[src/rtl/duo_frame_rx_pkg.sv]
package duo_frame_rx_pkg;
  localparam int DATA_W = 32;
  localparam int CNT_W  = 7;
  localparam int WLC_W  = 3;
  localparam int DLY_W  = 2;
  localparam int BC_W   = $clog2(DATA_W) + 1;
  localparam int TAG_W  = CNT_W + 1;

  typedef struct packed {
    logic [DLY_W-1:0] ddly;
    logic             fs_low;
    logic             clk_rise;
    logic [WLC_W-1:0] wl2;
    logic [CNT_W-1:0] cnt2;
    logic [WLC_W-1:0] wl1;
    logic [CNT_W-1:0] cnt1;
    logic             two_ph;
  } cfg_t;

  localparam int CFG_W = $bits(cfg_t);

  function automatic logic [BC_W-1:0] wl_bits(input logic [WLC_W-1:0] code);
    case (code)
      3'd0:    return BC_W'(8);
      3'd1:    return BC_W'(12);
      3'd2:    return BC_W'(16);
      3'd3:    return BC_W'(20);
      3'd4:    return BC_W'(24);
      default: return BC_W'(32);
    endcase
  endfunction
endpackage

[src/rtl/duo_frame_rx_edge.sv]
// Finds the sampling transition of the oversampled bit clock.
module duo_frame_rx_edge (
  input  logic clk,
  input  logic rst_n,
  input  logic bclk,
  input  logic rise_sel,
  output logic stb
);
  logic bclk_q;

  always_ff @(posedge clk) begin
    if (!rst_n) bclk_q <= bclk;
    else        bclk_q <= bclk;
  end

  always_comb begin
    if (rise_sel) stb = !bclk_q && bclk;
    else          stb = bclk_q && !bclk;
  end
endmodule

[src/rtl/duo_frame_rx_sync.sv]
// Frame start detection and data delay countdown. The countdown runs
// independently of word assembly, so a start may be armed during the tail
// of the previous frame.
module duo_frame_rx_sync
  import duo_frame_rx_pkg::*;
(
  input  logic             clk,
  input  logic             rst_n,
  input  logic             stb,
  input  logic             fs_pin,
  input  logic             fs_low,
  input  logic [DLY_W-1:0] ddly,
  output logic             first
);
  logic             fs_prev_q;
  logic             arm_q;
  logic [DLY_W-1:0] left_q;
  logic             fs_act;
  logic             fs_edge;

  assign fs_act  = fs_pin ^ fs_low;
  assign fs_edge = stb && fs_act && !fs_prev_q;
  assign first   = stb && ((fs_edge && (ddly == '0)) || (!fs_edge && arm_q && (left_q == '0)));

  always_ff @(posedge clk) begin
    if (!rst_n) begin
      fs_prev_q <= 1'b0;
      arm_q     <= 1'b0;
      left_q    <= '0;
    end else if (stb) begin
      fs_prev_q <= fs_act;
      if (fs_edge) begin
        arm_q  <= (ddly != '0);
        left_q <= ddly - DLY_W'(1);
      end else if (arm_q) begin
        if (left_q == '0) arm_q <= 1'b0;
        else              left_q <= left_q - DLY_W'(1);
      end
    end
  end
endmodule

[src/rtl/duo_frame_rx_asm.sv]
// Shifts bits into elements and steps through phases and elements.
module duo_frame_rx_asm
  import duo_frame_rx_pkg::*;
(
  input  logic              clk,
  input  logic              rst_n,
  input  logic              two_ph,
  input  logic [CNT_W-1:0]  cnt1,
  input  logic [WLC_W-1:0]  wl1,
  input  logic [CNT_W-1:0]  cnt2,
  input  logic [WLC_W-1:0]  wl2,
  input  logic              stb,
  input  logic              sbit,
  input  logic              first,
  output logic              cmp,
  output logic [DATA_W-1:0] cmp_data,
  output logic [TAG_W-1:0]  cmp_tag
);
  logic              busy_q, ph_q;
  logic [CNT_W-1:0]  el_q;
  logic [BC_W-1:0]   bc_q;
  logic [DATA_W-1:0] sh_q;

  logic              act, cur_ph, last_bit, last_el;
  logic [CNT_W-1:0]  cur_el, cur_cnt;
  logic [BC_W-1:0]   cur_bc, cur_wl;
  logic [DATA_W-1:0] cur_sh, nxt_sh;

  always_comb begin
    act      = stb && (first || busy_q);
    cur_ph   = first ? 1'b0 : ph_q;
    cur_el   = first ? '0 : el_q;
    cur_bc   = first ? '0 : bc_q;
    cur_sh   = first ? '0 : sh_q;
    cur_wl   = wl_bits(cur_ph ? wl2 : wl1);
    cur_cnt  = cur_ph ? cnt2 : cnt1;
    nxt_sh   = {cur_sh[DATA_W-2:0], sbit};
    last_bit = (cur_bc == cur_wl - BC_W'(1));
    last_el  = (cur_el == cur_cnt);
    cmp      = act && last_bit;
    cmp_data = nxt_sh;
    cmp_tag  = {cur_ph, cur_el};
  end

  always_ff @(posedge clk) begin
    if (!rst_n) begin
      busy_q <= 1'b0;
      ph_q   <= 1'b0;
      el_q   <= '0;
      bc_q   <= '0;
      sh_q   <= '0;
    end else if (act) begin
      if (last_bit) begin
        sh_q <= '0;
        bc_q <= '0;
        if (last_el) begin
          el_q <= '0;
          if (!cur_ph && two_ph) begin
            ph_q   <= 1'b1;
            busy_q <= 1'b1;
          end else begin
            ph_q   <= 1'b0;
            busy_q <= 1'b0;
          end
        end else begin
          el_q   <= cur_el + CNT_W'(1);
          ph_q   <= cur_ph;
          busy_q <= 1'b1;
        end
      end else begin
        sh_q   <= nxt_sh;
        bc_q   <= cur_bc + BC_W'(1);
        el_q   <= cur_el;
        ph_q   <= cur_ph;
        busy_q <= 1'b1;
      end
    end
  end
endmodule

[src/rtl/duo_frame_rx_out.sv]
// Single holding register on a valid/ready output; drops on overrun.
module duo_frame_rx_out #(
  parameter int DW = 32,
  parameter int TW = 8
) (
  input  logic          clk,
  input  logic          rst_n,
  input  logic          cmp,
  input  logic [DW-1:0] cmp_data,
  input  logic [TW-1:0] cmp_tag,
  input  logic          ready,
  output logic          valid,
  output logic [DW-1:0] data,
  output logic [TW-1:0] tag,
  output logic          ovr
);
  logic take;
  assign take = cmp && (!valid || ready);

  always_ff @(posedge clk) begin
    if (!rst_n) begin
      valid <= 1'b0;
      data  <= '0;
      tag   <= '0;
      ovr   <= 1'b0;
    end else begin
      ovr <= cmp && valid && !ready;
      if (take) begin
        valid <= 1'b1;
        data  <= cmp_data;
        tag   <= cmp_tag;
      end else if (ready) begin
        valid <= 1'b0;
      end
    end
  end
endmodule

[src/rtl/duo_frame_rx.sv]
module duo_frame_rx
  import duo_frame_rx_pkg::*;
(
  input  logic              clk,
  input  logic              rst_n,
  input  logic [CFG_W-1:0]  cfg_i,
  input  logic              bclk_i,
  input  logic              fsync_i,
  input  logic              sdata_i,
  output logic [DATA_W-1:0] word_o,
  output logic [TAG_W-1:0]  tag_o,
  output logic              valid_o,
  input  logic              ready_i,
  output logic              overrun_o
);
  cfg_t              cfg;
  logic              stb, first, cmp;
  logic [DATA_W-1:0] cmp_data;
  logic [TAG_W-1:0]  cmp_tag;

  assign cfg = cfg_t'(cfg_i);

  duo_frame_rx_edge edge_i (
    .clk(clk), .rst_n(rst_n), .bclk(bclk_i), .rise_sel(cfg.clk_rise), .stb(stb)
  );

  duo_frame_rx_sync sync_i (
    .clk(clk), .rst_n(rst_n), .stb(stb), .fs_pin(fsync_i),
    .fs_low(cfg.fs_low), .ddly(cfg.ddly), .first(first)
  );

  duo_frame_rx_asm asm_i (
    .clk(clk), .rst_n(rst_n), .two_ph(cfg.two_ph),
    .cnt1(cfg.cnt1), .wl1(cfg.wl1), .cnt2(cfg.cnt2), .wl2(cfg.wl2),
    .stb(stb), .sbit(sdata_i), .first(first),
    .cmp(cmp), .cmp_data(cmp_data), .cmp_tag(cmp_tag)
  );

  duo_frame_rx_out #(.DW(DATA_W), .TW(TAG_W)) out_i (
    .clk(clk), .rst_n(rst_n), .cmp(cmp), .cmp_data(cmp_data), .cmp_tag(cmp_tag),
    .ready(ready_i), .valid(valid_o), .data(word_o), .tag(tag_o), .ovr(overrun_o)
  );
endmodule

[config.mk]
export PLATFORM = sky130hd
export DESIGN_NAME = duo_frame_rx
export DESIGN_NICKNAME = d
export VERILOG_FILES = /design/src/rtl/duo_frame_rx_pkg.sv /design/src/rtl/duo_frame_rx_edge.sv /design/src/rtl/duo_frame_rx_sync.sv /design/src/rtl/duo_frame_rx_asm.sv /design/src/rtl/duo_frame_rx_out.sv /design/src/rtl/duo_frame_rx.sv
export SDC_FILE = /design/constraint.sdc
export NUM_CORES = 1
export LEC_CHECK = 0
export ABC_AREA = 1
export BUFFER_PORTS_ARGS = -buffer_cell sky130_fd_sc_hd__clkbuf_2
export CAP_MARGIN = 5
export CORE_ASPECT_RATIO = 1.4
export CORE_UTILIZATION = 41
export CTS_CLUSTER_DIAMETER = 50
export DETAILED_ROUTE_END_ITERATION = 10
export HOLD_SLACK_MARGIN = 0.08
export SYNTH_ARGS = -nofsm -noshare
export SYNTH_HDL_FRONTEND = slang
export SYNTH_SLANG_ARGS = --single-unit
[constraint.sdc]
create_clock -name clk -period 2.7 [get_ports clk]
set_input_delay 0.54 -clock clk [delete_from_list [all_inputs] [get_ports clk]]
set_output_delay 0.54 -clock clk [all_outputs]
set_load 0.05 [all_outputs]
---- After elaboration in Yosys (flattened, before gate mapping) ----
Cells that the tools add are included.
storage, ports and cells
  output and inout port bits .............. 42
  memory bits (read-only) ................. 0
  memories ................................ 0
  latch bits .............................. 0
  RAM bits ................................ 0
  bits in registers ....................... 93
  word-level logic and storage cells ...... 82
operators by class
  reduce and logical (&&, ||, !) cells .... 31
  add/sub/neg operators ................... 5
  equal/unequal tests ..................... 7
  multiplexer cells ....................... 25
  magnitude comparators ................... 0
  bitwise operators ....................... 1
  multipliers ............................. 0
  divide/modulo/power cells ............... 0
  shifts and indexed selects .............. 0
operators with widths
  operator                                               count
  2-to-1 mux 31 bit                                      2
  one-hot mux 6 bit (5 select lines)                     1
  2-to-1 mux 7 bit                                       4
  logical AND 1 bit                                      14
  2-to-1 mux 1 bit                                       12
  2-to-1 mux 6 bit                                       2
  adder 7 x 1 -> 7 bit, second input constant            1
  == test 7 bit                                          1
  zero test 1 bit                                        7
  adder 6 x 1 -> 6 bit, second input constant            1
  == test 3 x 2 -> 1 bit, second input constant          2
  == test 6 bit                                          1
  2-to-1 mux 2 bit                                       3
  nonzero test 2 bit                                     3
  subtractor 6 x 1 -> 6 bit, second input constant       1
  zero test 2 bit                                        2
  subtractor 2 x 1 -> 2 bit, second input constant       2
  == test 3 x 1 -> 1 bit, second input constant          1
  == test 3 bit, second input constant                   1
  zero test 3 bit                                        1
  logical OR 1 bit                                       3
  2-to-1 mux 3 bit                                       1
  AND reduction 3 bit                                    1
  inequality test 2 x 1 -> 1 bit, second input constant  1
  XOR 1 bit                                              1

---- Depth between registers and ports, before layout ----
Gate-level depths: netlist of the first run.
  depth in word-level cells ............... 19
  gate-level depth with buffers ........... 24
  gate-level depth less buffers ........... 21

---- Hierarchy ----
Synthesis of the first run repeated with hierarchy kept, for this count alone.
second synthesis, totals
  cell total of the unflattened synthesis .. 769
  area total of the unflattened synthesis .. 4,997.3 um^2
modules (own cells, without submodules)
  module             cells an instance  area each (um^2)  times used  seq. area each (um^2)
  duo_frame_rx_asm   443                2,678.8           1           920.9
  duo_frame_rx_out   270                1,975.6           1           840.8
  duo_frame_rx_sync  49                 297.8             1           80.1
  duo_frame_rx_edge  7                  45.0              1           20.0

---- Worst setup path after synthesis of the first run ----
OpenSTA, ideal clock, no wires.
  path type ............................... input -> register
  from .................................... in fsync_i
  to ...................................... reg out_i.data[14]
  buffers on the path ..................... 3
  arrival ................................. 2,726 ps
  required time ........................... 2,568 ps
  path slack .............................. -159 ps
  cell stages on the path ................. 22
  path through ............................ inv_1 nand2_1 nand2_1 nand4_2 nand2_1 nand2_2 nand2_4 buf_2 inv_1 clkbuf_1 nor2_1 ha_1 nand2_1 inv_1 nand3_1 inv_2 nand2_1 nor2_4 nand3_1 buf_2 nand2_1 a21oi_1
on the way
  word-level cells in the longest chain between the ends .. 16
  elaborated cells between the ends (all ways) .. 25
  those cells by class .................... add/sub (1); eq/ne (5); mux (5); bitwise (1); reduce/logical (13)
RTL lines
  item                                   line                     RTL
  start, declared                        duo_frame_rx.sv:8        input logic fsync_i,
  XOR 1 bit (*)                          duo_frame_rx_sync.sv:21  assign fs_act = fs_pin ^ fs_low;
  logical AND 1 bit (*) (2 in series)    duo_frame_rx_sync.sv:22  assign fs_edge = stb && fs_act && !fs_prev_q;
  zero test 1 bit                        duo_frame_rx_sync.sv:23  assign first = stb && ((fs_edge && (ddly == '0)) || (!fs_edge && arm_q && (left_q == '0)));
  logical AND 1 bit (2 in series)        duo_frame_rx_sync.sv:23
  logical OR 1 bit (*)                   duo_frame_rx_sync.sv:23
  logical AND 1 bit (*)                  duo_frame_rx_sync.sv:23
  2-to-1 mux 1 bit                       duo_frame_rx_asm.sv:31   cur_ph = first ? 1'b0 : ph_q;
  2-to-1 mux 3 bit                       duo_frame_rx_asm.sv:35   cur_wl = wl_bits(cur_ph ? wl2 : wl1);
  == test 3 bit (tied with other cells)  duo_frame_rx_pkg.sv:23   case (code)
  one-hot mux 6 bit (5 select lines)     duo_frame_rx_pkg.sv:23
  subtractor 6 x 1 -> 6 bit              duo_frame_rx_asm.sv:38   last_bit = (cur_bc == cur_wl - BC_W'(1));
  == test 6 bit                          duo_frame_rx_asm.sv:38
  logical AND 1 bit                      duo_frame_rx_asm.sv:40   cmp = act && last_bit;
  logical AND 1 bit                      duo_frame_rx_out.sv:18   assign take = cmp && (!valid || ready);
  end signal, assigned                   duo_frame_rx_out.sv:30   data <= cmp_data;
  end, declared                          duo_frame_rx_out.sv:13   output logic [DW-1:0] data,
Mark *: on every way between the ends. The rest lies on a longest branch, timed or not.
A chain may end at the register's enable or synchronous reset.

---- Worst setup path after layout of the first run ----
  from .................................... reg edge_i.bclk_q
  to ...................................... reg asm_i.ph_q
on the way
  word-level cells in the longest chain between the ends .. 17
  elaborated cells between the ends (all ways) .. 33
  those cells by class .................... add/sub (1); eq/ne (6); mux (10); reduce/logical (16)
RTL lines
  item                                   line                     RTL
  start, declared                        duo_frame_rx_edge.sv:9   logic bclk_q;
  start signal, assigned                 duo_frame_rx_edge.sv:12  if (!rst_n) bclk_q <= bclk;
  start signal, assigned                 duo_frame_rx_edge.sv:13  else bclk_q <= bclk;
  zero test 1 bit                        duo_frame_rx_edge.sv:17  if (rise_sel) stb = !bclk_q && bclk;
  logical AND 1 bit                      duo_frame_rx_edge.sv:17
  2-to-1 mux 1 bit (*)                   duo_frame_rx_edge.sv:17
  logical AND 1 bit (2 in series)        duo_frame_rx_sync.sv:22
  zero test 1 bit                        duo_frame_rx_sync.sv:23
  logical AND 1 bit (2 in series)        duo_frame_rx_sync.sv:23
  logical OR 1 bit                       duo_frame_rx_sync.sv:23
  logical AND 1 bit                      duo_frame_rx_sync.sv:23
  2-to-1 mux 1 bit                       duo_frame_rx_asm.sv:31
  2-to-1 mux 3 bit                       duo_frame_rx_asm.sv:35
  == test 3 bit (tied with other cells)  duo_frame_rx_pkg.sv:23
  one-hot mux 6 bit (5 select lines)     duo_frame_rx_pkg.sv:23
  subtractor 6 x 1 -> 6 bit              duo_frame_rx_asm.sv:38
  == test 6 bit                          duo_frame_rx_asm.sv:38
  2-to-1 mux 1 bit                       duo_frame_rx_asm.sv:53   if (last_bit) begin
  end signal, assigned                   duo_frame_rx_asm.sv:67   ph_q <= cur_ph;
  end signal, assigned                   duo_frame_rx_asm.sv:74   ph_q <= cur_ph;
  end, declared                          duo_frame_rx_asm.sv:19   logic busy_q, ph_q;
Marked as above.

==> impl_metrics.csv, run 1 <==
group,metric,value,unit
finish,n_antenna_cell,0,
yosys,synth_seq_area_share,40.78,%
setup_path,worst_setup_path_end_kind,"flop",
yosys,synth_common_cells,"nand2_1 (213), dfxtp_1 (93), a21oi_1 (88)",
sta,relSlewSlack,67.00,%
clocking,cts_root_buf,"clkbuf_16",
clocking,cts_tree,"done",
grt,use_met2,34.76,%
clocking,h-tree-depth,3,
route,postRouteAntennaNets,0,
power_and_ir_drop,p_leak,0.002418,uW
floorplan,rows,45,
floorplan,die_w,91.19,um
clocking,cts.path.max_buffers,2,
floorplan,io_pins,73,
status,status,"completed",
power_and_ir_drop,total_power,2811,uW
yosys,synth_top_area_cell,"dfxtp_1",
setup_path,path_max_fanout,9,
sta,setup_slack,256.8,ps
setup_path,crit_type,"reg -> reg",
yosys,synth_top_area_share,40.78,%
placed_design,port_buffers,72,
grt,track_usage,20.12,%
yosys,syn-cell-area,0.004566,mm^2
sta,finalCriticalPeriod,2443,ps
grt,grt_pass1_wl,19.04,mm
power_and_ir_drop,vdd_drop_max,0.3216,mV
grt,busiest_layer,"met2",
yosys,synth-seq-cells,93,
setup_path,cp_data_arrival_time,2650,ps
route,drt_iter0_drc,244,
job,max-cap-violations,0,
finish,area_growth,22.86,%
setup_path,startpoint_type,"flop",
yosys,synthArstFlopShare,0,%
route,drc,0,
sta,slew_violations,0,
finish,drive_above_1_share,20.75,%
sta,hold_viol,0,
sta,rsz0062_at_grt,"true",
clocking,clock-sinks,93,
floorplan,fp.coreArea,0.01087,mm^2
yosys,yosysWarningCount,0,
clocking,clock_latency,340,ps
sta,holdWs,335.6,ps
clocking,clkSlewWorstSetupHoldPaths,70,ps
power_and_ir_drop,internal_power,2131,uW
yosys,synth_area_per_cell,6.655,um^2
power_and_ir_drop,swShare,24.19,%
yosys,synth_nets,719,
route,vias,4545,
yosys,ys_types,31,
finish,nets,804,
sta,fmax,0.4093,GHz
sta,fin_crit_sh,90.49,%
placed_design,dpl.hpwl,7.559,mm
power_and_ir_drop,clockPowerShare,43.0,%
grt,grt_pass1_vias,4179,
route,drt_wl_total,11.19,mm
grt,groute.layer.met3.usage,2.818,%
power_and_ir_drop,p_comb_share,7.5,%
power_and_ir_drop,seqPwrFrac,49.4,%
yosys,ys.flop_type,"dfxtp_1",
sta,fin_skew,7.687,ps
grt,grt_antenna_before_repair,0,
route,drtPass1Iterations,5,
yosys,yosysMostFrequentCell,"nand2_1",
floorplan,die_h,126.9,um
clocking,cts_hold_buf,0,
grt,groute.layer.met1.usage,25.39,%
setup_path,required,2910,ps
power_and_ir_drop,switchingPower,679.9,uW
worst_hold_path,hold_class,"in -> reg",
yosys,synthTopCellsByArea,"dfxtp_1 (41%), nand2_1 (18%), a21oi_1 (9.6%)",
grt,grt_max_degree,49,
clocking,cts_made_buffers,9,
sta,setup_viol_count_final,0,
placed_design,dp_worst_setup_slack,-134.6,ps
placed_design,gp_congestion,0.8351,
power_and_ir_drop,power_density,501.2,mW/mm^2
route,wire_per_inst,12.20,um
grt,grt-ovfl-total,0,
route,via_per_inst,4.956,
yosys,syn_inst,686,
sta,tightest_slew,494.9,ps
yosys,synth-edff-count,0,
floorplan,dieArea,0.01157,mm^2
floorplan,start_util,42.01,%
## cells in the final DEF, fill, tap and decap left out, types with 2 or more instances in the layout
master and count:
nand4_1 41, clkinv_2 2, a21oi_1 88, nand3b_1 2
clkinvlp_4 2, nor3_1 3, inv_1 68, xor2_1 7
buf_12 3, nor2_2 4, inv_2 6, nand2_1 211
dfxtp_1 93, buf_4 40, clkbuf_16 9, nor2_4 2
clkbuf_8 2, nand2_2 8, clkbuf_2 72, mux2i_1 2
o21ai_0 6, nand2_4 3, nor2_1 48, nand3_1 38
nand3_2 2
## flip-flops by register name, summed over array words and instances (netlist names), 2 cells and up
signal         flops
asm_i.bc_q         6
asm_i.el_q         7
asm_i.sh_q        31
out_i.data        32
out_i.tag          8
sync_i.left_q      2
## power by group through the flow
stage                     Sequential, uW  Combinational (uW)  Clock, uW
final                               1390                 212       1210
after global routing                1390                 236       1270
after CTS                           1390                 210       1240
after detailed placement            1420                 209          0
after global placement              1420                 206          0
after floorplan                     1420                 141          0
## path summary, 6_finish.rpt
path | from | end | slack (ps) | cells after the start
setup / recovery | edge_i.bclk_q | asm_i.ph_q | 260 | 22
hold / removal | bclk_i | edge_i.bclk_q | 340 | 1
setup reg to reg | edge_i.bclk_q | asm_i.ph_q | 260 | 22
hold reg to reg | out_i.data[23] | out_i.data[23] | 460 | 2
## worst max-delay path: stages, from the launching register on
cell     delay [ps]
dfxtp_1         330
inv_1            40
nand2_1          60
nand2_2          80
nand2_4         100
nor2_4           40
nand3_2          60
nand2_2          70
nand2_4         130
inv_2            60
nor2_2          110
ha_2            190
nand2_1          50
inv_1            50
nand3_1         100
inv_2            60
nand2_1          70
nor2_4          210
buf_4           160
buf_4           100
nand2_1          80
nand3_1         100
a21oi_1          60
## cells by family after synthesis
family	synth area share [%]
buf+inv	10.55
compound gates	11.04
flops	40.78
mux	0.4385
simple gates	35.11
fa+ha+maj	0.5480
xor+xnor	1.535
## stage by stage
stage | utilization (%) | setup TNS [ps] | cells | instance area (um^2)
3_5_place_dp | 48.60 | -4177 | 900 | 5281
3_3_place_gp | 48.60 | -813.4 | 900 | 5281
2_1_floorplan | - | 0 | 686 | 4611
5_1_grt | 51.62 | -48.66 | 917 | 5609
6_report | 51.62 | 0 | 917 | 5609
4_1_cts | 51.24 | 0 | 916 | 5568
## what timing repair did
| item | CTS | global route |
|---|---|---|
| resized for setup | 0 | 9 |
| setup endpoints to repair | 0 | 47 |
| setup buffers | 0 | 1 |
## area by class of cell
class,count,area [um^2]
clock buffers,11,252.7
clock inverters,5,33.78
fillers,1098,5258
inverters,75,281.5
multi-input cells,475,2256
flip-flops and latches,93,1862
well taps,141,176.4
repair buffers,117,747.0
## routing by layer
| metal | wire [um] | vias to the layer above |
|---|---|---|
| met2 | 5304 | 91 |
| met5 | 0 | - |
| met4 | 186 | 0 |
| met3 | 423 | 14 |
| met1 | 5274 | 2072 |
| li1 | - | 2368 |
No activity file was read; power rests on OpenSTA's default activity.
==> inputs of run 2 (changes only) <==
--- a/config.mk
+++ b/config.mk
@@ -8,11 +8,14 @@
 export ABC_AREA = 1
 export BUFFER_PORTS_ARGS = -buffer_cell sky130_fd_sc_hd__clkbuf_2
 export CAP_MARGIN = 5
+export CELL_PAD_IN_SITES_DETAIL_PLACEMENT = 0
+export CELL_PAD_IN_SITES_GLOBAL_PLACEMENT = 1
 export CORE_ASPECT_RATIO = 1.4
-export CORE_UTILIZATION = 41
+export CORE_UTILIZATION = 36
 export CTS_CLUSTER_DIAMETER = 50
 export DETAILED_ROUTE_END_ITERATION = 10
 export HOLD_SLACK_MARGIN = 0.08
+export PLACE_DENSITY_LB_ADDON = 0.1
 export SYNTH_ARGS = -nofsm -noshare
 export SYNTH_HDL_FRONTEND = slang
 export SYNTH_SLANG_ARGS = --single-unit
==> constraint.sdc (replaced) <==
create_clock -name clk -period 2.7 [get_ports clk]
set_input_delay 0.27 -clock clk [delete_from_list [all_inputs] [get_ports clk]]
set_output_delay 0.27 -clock clk [all_outputs]
set_load 0.05 [all_outputs]
==> run 2 against run 1 <==
Register-to-register slack lost 70 ps. Combinational power up 5%. Global-route usage decreased by 1.5 points. Clock-buffer cell count down 1. Sequential share of layout area decreased by 0.48 points. Final cell count decreased by 0.65%. Fmax decreased by 2.7%. Die area rose by 14%. Clock skew hardly changed. First-iteration DRC count decreased by 8.2%. Sequential power about the same. Power grew 4.1%. Highest routed layer unchanged.
==> impl_metrics.csv, run 2 (synthesized netlist as in run 1, its figures left out) <==
group,metric,value,unit
setup_path,crit_type,"reg -> reg",
placed_design,dp_worst_setup_slack,84.66,ps
route,drt_iter0_drc,224,
sta,rsz0062_at_grt,"true",
sta,relSlewSlack,50.68,%
placed_design,post_dp_cell_area,0.005149,mm^2
floorplan,io_pins,73,
power_and_ir_drop,total_power,2926,uW
route,vias,4501,
grt,track_usage,18.60,%
setup_path,regToRegSetupSlack,190,ps
finish,final_common_cell,"nand2_1",
clocking,clkSlewWorstSetupHoldPaths,60,ps
grt,grt_max_degree,62,
setup_path,worstReg2RegEnd,"out_i.tag[5]",
placed_design,port_buffers,72,
job,max-cap-violations,0,
setup_path,r2r-start,"edge_i.bclk_q",
floorplan,start_util,36.90,%
finish,largest_register_ffs,32,
finish,layout_common_cells,"nand2_1 (206), dfxtp_1 (93), a21oi_1 (88)",
grt,grt-ovfl-total,0,
route,drt_wl_total,12.50,mm
setup_path,worstPathCellList,"inv_1, nand2_1, nand2_2, nand2_4, nor2_4, nand3_2, nand2_2, nand2_4, buf_12, nand3_1, nand2_4, buf_4, nand3_1, nand3_1, nand2_2, nor2_4, nand3_4, clkbuf_16, nand2_1, a21oi_1",
setup_path,startpoint_type,"flop",
sta,setup_slack,188.6,ps
finish,n_antenna_cell,0,
clocking,cts.path.max_buffers,2,
placed_design,gp_congestion,0.8249,
setup_path,required,2890,ps
finish,top_regs,"out_i.data x32, asm_i.sh_q x31, out_i.tag x8",
setup_path,cp-startpoint,"edge_i.bclk_q",
setup_path,cp_slowest_cell,"dfxtp_1",
clocking,clock-sinks,93,
sta,fin_crit_sh,93.01,%
setup_path,rr_worst_depth,20,
clocking,cts_root_buf,"clkbuf_16",
floorplan,rows,48,
route,via_per_inst,4.941,
setup_path,crit_path_end,"out_i.tag[5]",
status,status,"completed",
power_and_ir_drop,power_density,514.0,mW/mm^2
setup_path,worst_setup_path_end_kind,"flop",
floorplan,dieArea,0.01314,mm^2
finish,final_util,46.01,%
route,wire_per_inst,13.72,um
worst_hold_path,hold_class,"in -> reg",
finish,nets,791,
route,postRouteAntennaNets,0,
finish,drive_above_1_share,19.58,%
power_and_ir_drop,p_leak,0.002412,uW
finish,final_area,0.005692,mm^2
floorplan,die_h,135.3,um
sta,setup_viol_count_final,0,
clocking,cts_made_buffers,9,
floorplan,die_w,97.18,um
floorplan,fp.coreArea,0.01237,mm^2
setup_path,path_depth,20,
setup_path,cp_data_arrival_time,2700,ps
route,drc,0,
setup_path,worst-path-buf-inv,4,
clocking,cts_tree,"done",
route,drtPass1Iterations,4,
grt,grt_antenna_before_repair,0,
sta,hold_viol,0,
grt,grt_pass1_wl,20.06,mm
sta,tns,0,ps
finish,area_growth,24.66,%
sta,fmax,0.3982,GHz
setup_path,crit_family,"simple AND/OR/NAND/NOR gates",
placed_design,dpl.hpwl,7.792,mm
power_and_ir_drop,vdd_drop_max,0.2767,mV
sta,fin_skew,7.611,ps
clocking,h-tree-depth,3,
grt,grt_pass1_vias,4225,
setup_path,max_stage_delay,330,ps
sta,finalCriticalPeriod,2511,ps
clocking,clock_latency,340,ps
setup_path,path_max_fanout,10,
sta,slew_violations,0,
finish,regMostFlops,"out_i.data",
sta,tightest_slew,738.7,ps
run 2: changes by cell type in the layout (fill, tap and decap cells not counted), sizes merged:
cell / change
buf: -18
clkbuf: +3
bufinv: +2
clkinv: -2
dlygate4sd3: +1
inv: -1
run 2: stage by stage:
stage / std cells / hold slack (ps)
4_1_cts: 899 / 236.7
3_5_place_dp: 884 / 416.0
5_1_grt: 911 / 239.1
6_report: 911 / 242.7
2_1_floorplan: 686 / 297.7
3_3_place_gp: 884 / 412.6
run 2: area by class of cell:
type                            count  area (um^2)
Inverter                           75        281.5
Timing Repair Buffer              104        760.7
Fill cell                        1335         6680
Multi-Input combinational cell    475         2296
Clock buffer                       10        229.0
Sequential cell                    93         1862
Clock inverter                      4        75.07
Tap cell                          150        187.7
run 2: worst min-delay path by stage:
stage | from | end | slack, ps | depth (start not counted)
3_3_place_gp | bclk_i | edge_i.bclk_q | 410 | 1
5_1_grt | sdata_i | asm_i.sh_q[0] | 240 | 3
6_report | sdata_i | asm_i.sh_q[0] | 240 | 3
3_5_place_dp | bclk_i | edge_i.bclk_q | 420 | 1
4_1_cts | sdata_i | asm_i.sh_q[0] | 240 | 3
2_1_floorplan | bclk_i | edge_i.bclk_q | 300 | 0
run 2: metal layers:
layer	wire length [um]	up-vias	global-route usage (%)
met3	478	12	2.786
li1	-	2340	-
met4	212	0	6.551
met2	6033	106	31.73
met5	0	-	0
met1	5773	2043	23.88
run 2: where the power goes:
part | total [uW] | leakage, uW | internal (uW) | switching, uW
logic | 222 | 0.00152 | 79.0 | 143
clock network | 1310 | 0.000141 | 801 | 513
registers | 1390 | 0.000750 | 1380 | 6.79
run 2: worst register-to-register path: cells and delay by family, from the launching register on:
kind / cells / cell delay [ps]
AO/OA/AOI/OAI: 1 / 50
buffers and inverters: 4 / 520
flip-flops: 1 / 330
AND/OR/NAND/NOR: 15 / 1450
run 2: repair_timing:
item                                   in CTS  in global routing
endpoints found under the hold margin       1                  0
gates resized for setup                     0                 17
setup endpoints to repair                   0                 83
hold buffers                                1                  0
setup buffers                               0                  8
==> inputs of run 3 (changes only) <==
--- a/config.mk
+++ b/config.mk
@@ -11,7 +11,8 @@
 export CELL_PAD_IN_SITES_DETAIL_PLACEMENT = 0
 export CELL_PAD_IN_SITES_GLOBAL_PLACEMENT = 1
 export CORE_ASPECT_RATIO = 1.4
-export CORE_UTILIZATION = 36
+export CORE_UTILIZATION = 37
+export CTS_BUF_LIST = sky130_fd_sc_hd__clkbuf_4 sky130_fd_sc_hd__clkbuf_8
 export CTS_CLUSTER_DIAMETER = 50
 export DETAILED_ROUTE_END_ITERATION = 10
 export HOLD_SLACK_MARGIN = 0.08
==> run 3 against run 2 <==
Register-to-register slack lost 40 ps. Clock power shrank 19%. Sequential cell count is the same. Clock-buffer cell count is the same.
==> impl_metrics.csv, run 3 (synthesized netlist as in run 1, its figures left out) <==
group,metric,value,unit
floorplan,io_pins,73,
route,drt_iter0_drc,244,
placed_design,post_dp_cell_area,0.005177,mm^2
sta,fin_crit_sh,94.48,%
clocking,cts_made_buffers,9,
setup_path,path_max_fanout,15,
route,vias,4579,
finish,layout_common_cells,"nand2_1 (198), dfxtp_1 (92), a21oi_1 (86)",
worst_hold_path,hold_start,"sdata_i",
clocking,clock_latency,370,ps
worst_hold_path,min_to,"out_i.data[0]",
sta,finalCriticalPeriod,2551,ps
finish,final_common_cell,"nand2_1",
sta,fmax,0.3920,GHz
worst_hold_path,hold_class,"in -> reg",
finish,seqCellArea,0.001863,mm^2
finish,n_antenna_cell,0,
placed_design,gp_congestion,0.7946,
sta,setup_viol_count_final,0,
sta,relSlewSlack,64.48,%
route,drc,0,
setup_path,worstReg2RegEnd,"asm_i.sh_q[3]",
clocking,cts_root_buf,"clkbuf_8",
route,top_layer,"met4",
grt,grt_pass1_wl,18.90,mm
job,max-cap-violations,0,
floorplan,fp.coreArea,0.01194,mm^2
clocking,h-tree-depth,3,
setup_path,rr_worst_depth,23,
status,status,"completed",
grt,grt_pass1_vias,4137,
clocking,cts.path.max_buffers,2,
finish,regMostFlops,"out_i.data",
route,drt_wl_total,12.58,mm
sta,tightest_slew,531.5,ps
route,drtPass1Iterations,6,
sta,fin_skew,12.91,ps
grt,grt_antenna_before_repair,0,
power_and_ir_drop,total_power,2680,uW
setup_path,worst_setup_path_end_kind,"flop",
setup_path,cp_data_arrival_time,2780,ps
finish,drive_above_1_share,22.70,%
finish,top_regs,"out_i.data x32, asm_i.sh_q x31, out_i.tag x8",
clocking,cts_tree,"done",
finish,multi_input_area,0.002356,mm^2
route,dr_wl_met3,391,um
placed_design,dpl.hpwl,8.023,mm
setup_path,cp-startpoint,"edge_i.bclk_q",
floorplan,dieArea,0.01279,mm^2
grt,grt_max_degree,41,
clocking,clock-sinks,93,
floorplan,die_h,133.4,um
setup_path,startpoint_type,"flop",
setup_path,crit_type,"reg -> reg",
floorplan,start_util,38.25,%
clocking,clkSlewWorstSetupHoldPaths,100,ps
setup_path,r2r-start,"edge_i.bclk_q",
power_and_ir_drop,power_density,463.7,mW/mm^2
setup_path,regToRegSetupSlack,150,ps
route,wl_met1,5.663,mm
route,via_per_inst,4.988,
setup_path,required,2930,ps
route,postRouteAntennaNets,0,
worst_hold_path,hold_depth,3,
finish,area_growth,26.61,%
route,wire_per_inst,13.70,um
placed_design,port_buffers,72,
finish,largest_register_ffs,32,
power_and_ir_drop,p_leak,0.002458,uW
power_and_ir_drop,vdd_drop_max,0.2637,mV
grt,track_usage,18.67,%
finish,nFillCells,1252,
finish,nets,799,
sta,slew_violations,0,
grt,grt-ovfl-total,0,
floorplan,die_w,95.88,um
sta,hold_viol,0,
finish,final_area,0.005781,mm^2
floorplan,rows,47,
route,wl_met2,6.227,mm
run 3: cell count changes in the layout (fill, tap and decap cells not counted), moves of 3 or more:
cell,change
nand2_1,-8
buf_4,+4
nand2_4,+4
clkbuf_8,+10
nand3_2,+3
nand2_2,+4
clkbuf_16,-7
run 3: report_power, final:
group | switching [uW] | internal, uW
registers | 7.06 | 1380
clock network | 512 | 546
logic | 148 | 84.8
total | 668 | 2010
run 3: worst max-delay path by stage:
stage,slack [ps],cells past startpoint,end
after floorplan,90,23,asm_i.sh_q[10]
after global placement,110,22,asm_i.ph_q
after detailed placement,100,22,asm_i.ph_q
after CTS,120,21,asm_i.ph_q
after global routing,-30,24,asm_i.el_q[2]
final,150,23,asm_i.sh_q[3]
run 3: critical path: stages (launching register included):
cell,delay [ps]
dfxtp_2,330
inv_2,40
nand2_2,50
nand2_2,90
nand2_4,70
nor2_4,110
nand3_2,80
nand2_2,90
nand2_4,100
buf_12,160
nand2_8,80
nand2_4,70
nand2_4,90
nand2_2,70
nand2_2,60
nand3_2,70
inv_2,60
nand2_2,60
nor2_4,170
buf_12,160
nor2_4,60
clkbuf_16,180
nand2_1,70
a21oi_1,60
run 3: repair_timing:
action                     4_1_cts  5_1_grt
setup endpoints to repair        0       81
buffers inserted                 0        8
hold buffers                     1        0
resized for setup                0       38
hold endpoints to repair         1        0
run 3: cell type report:
class	instances	area share, %
multi-input combinational	475	40.76
inverter	75	4.870
clock inverter	6	1.494
timing repair buffer	112	15.09
tap	147	3.182
sequential	93	32.23
clock buffer	10	2.381
run 3: routing by layer:
layer / GRT usage (%) / vias to the layer above
met5: 0 / -
met4: 7.380 / 0
met3: 3.025 / 17
met2: 32.22 / 85
met1: 22.70 / 2113
li1: - / 2364
run 3: through the flow:
stage	TNS, ps	std cells	setup slack [ps]	util (%)	hold WS, ps
after floorplan	0	686	87.37	-	297.7
after global placement	0	887	113.6	43.37	414.5
after detailed placement	0	887	102.4	43.37	423.5
after CTS	0	904	122.6	45.33	204.3
after global routing	-31.81	918	-25.17	48.42	217.8
final	0	918	149.0	48.42	228.0
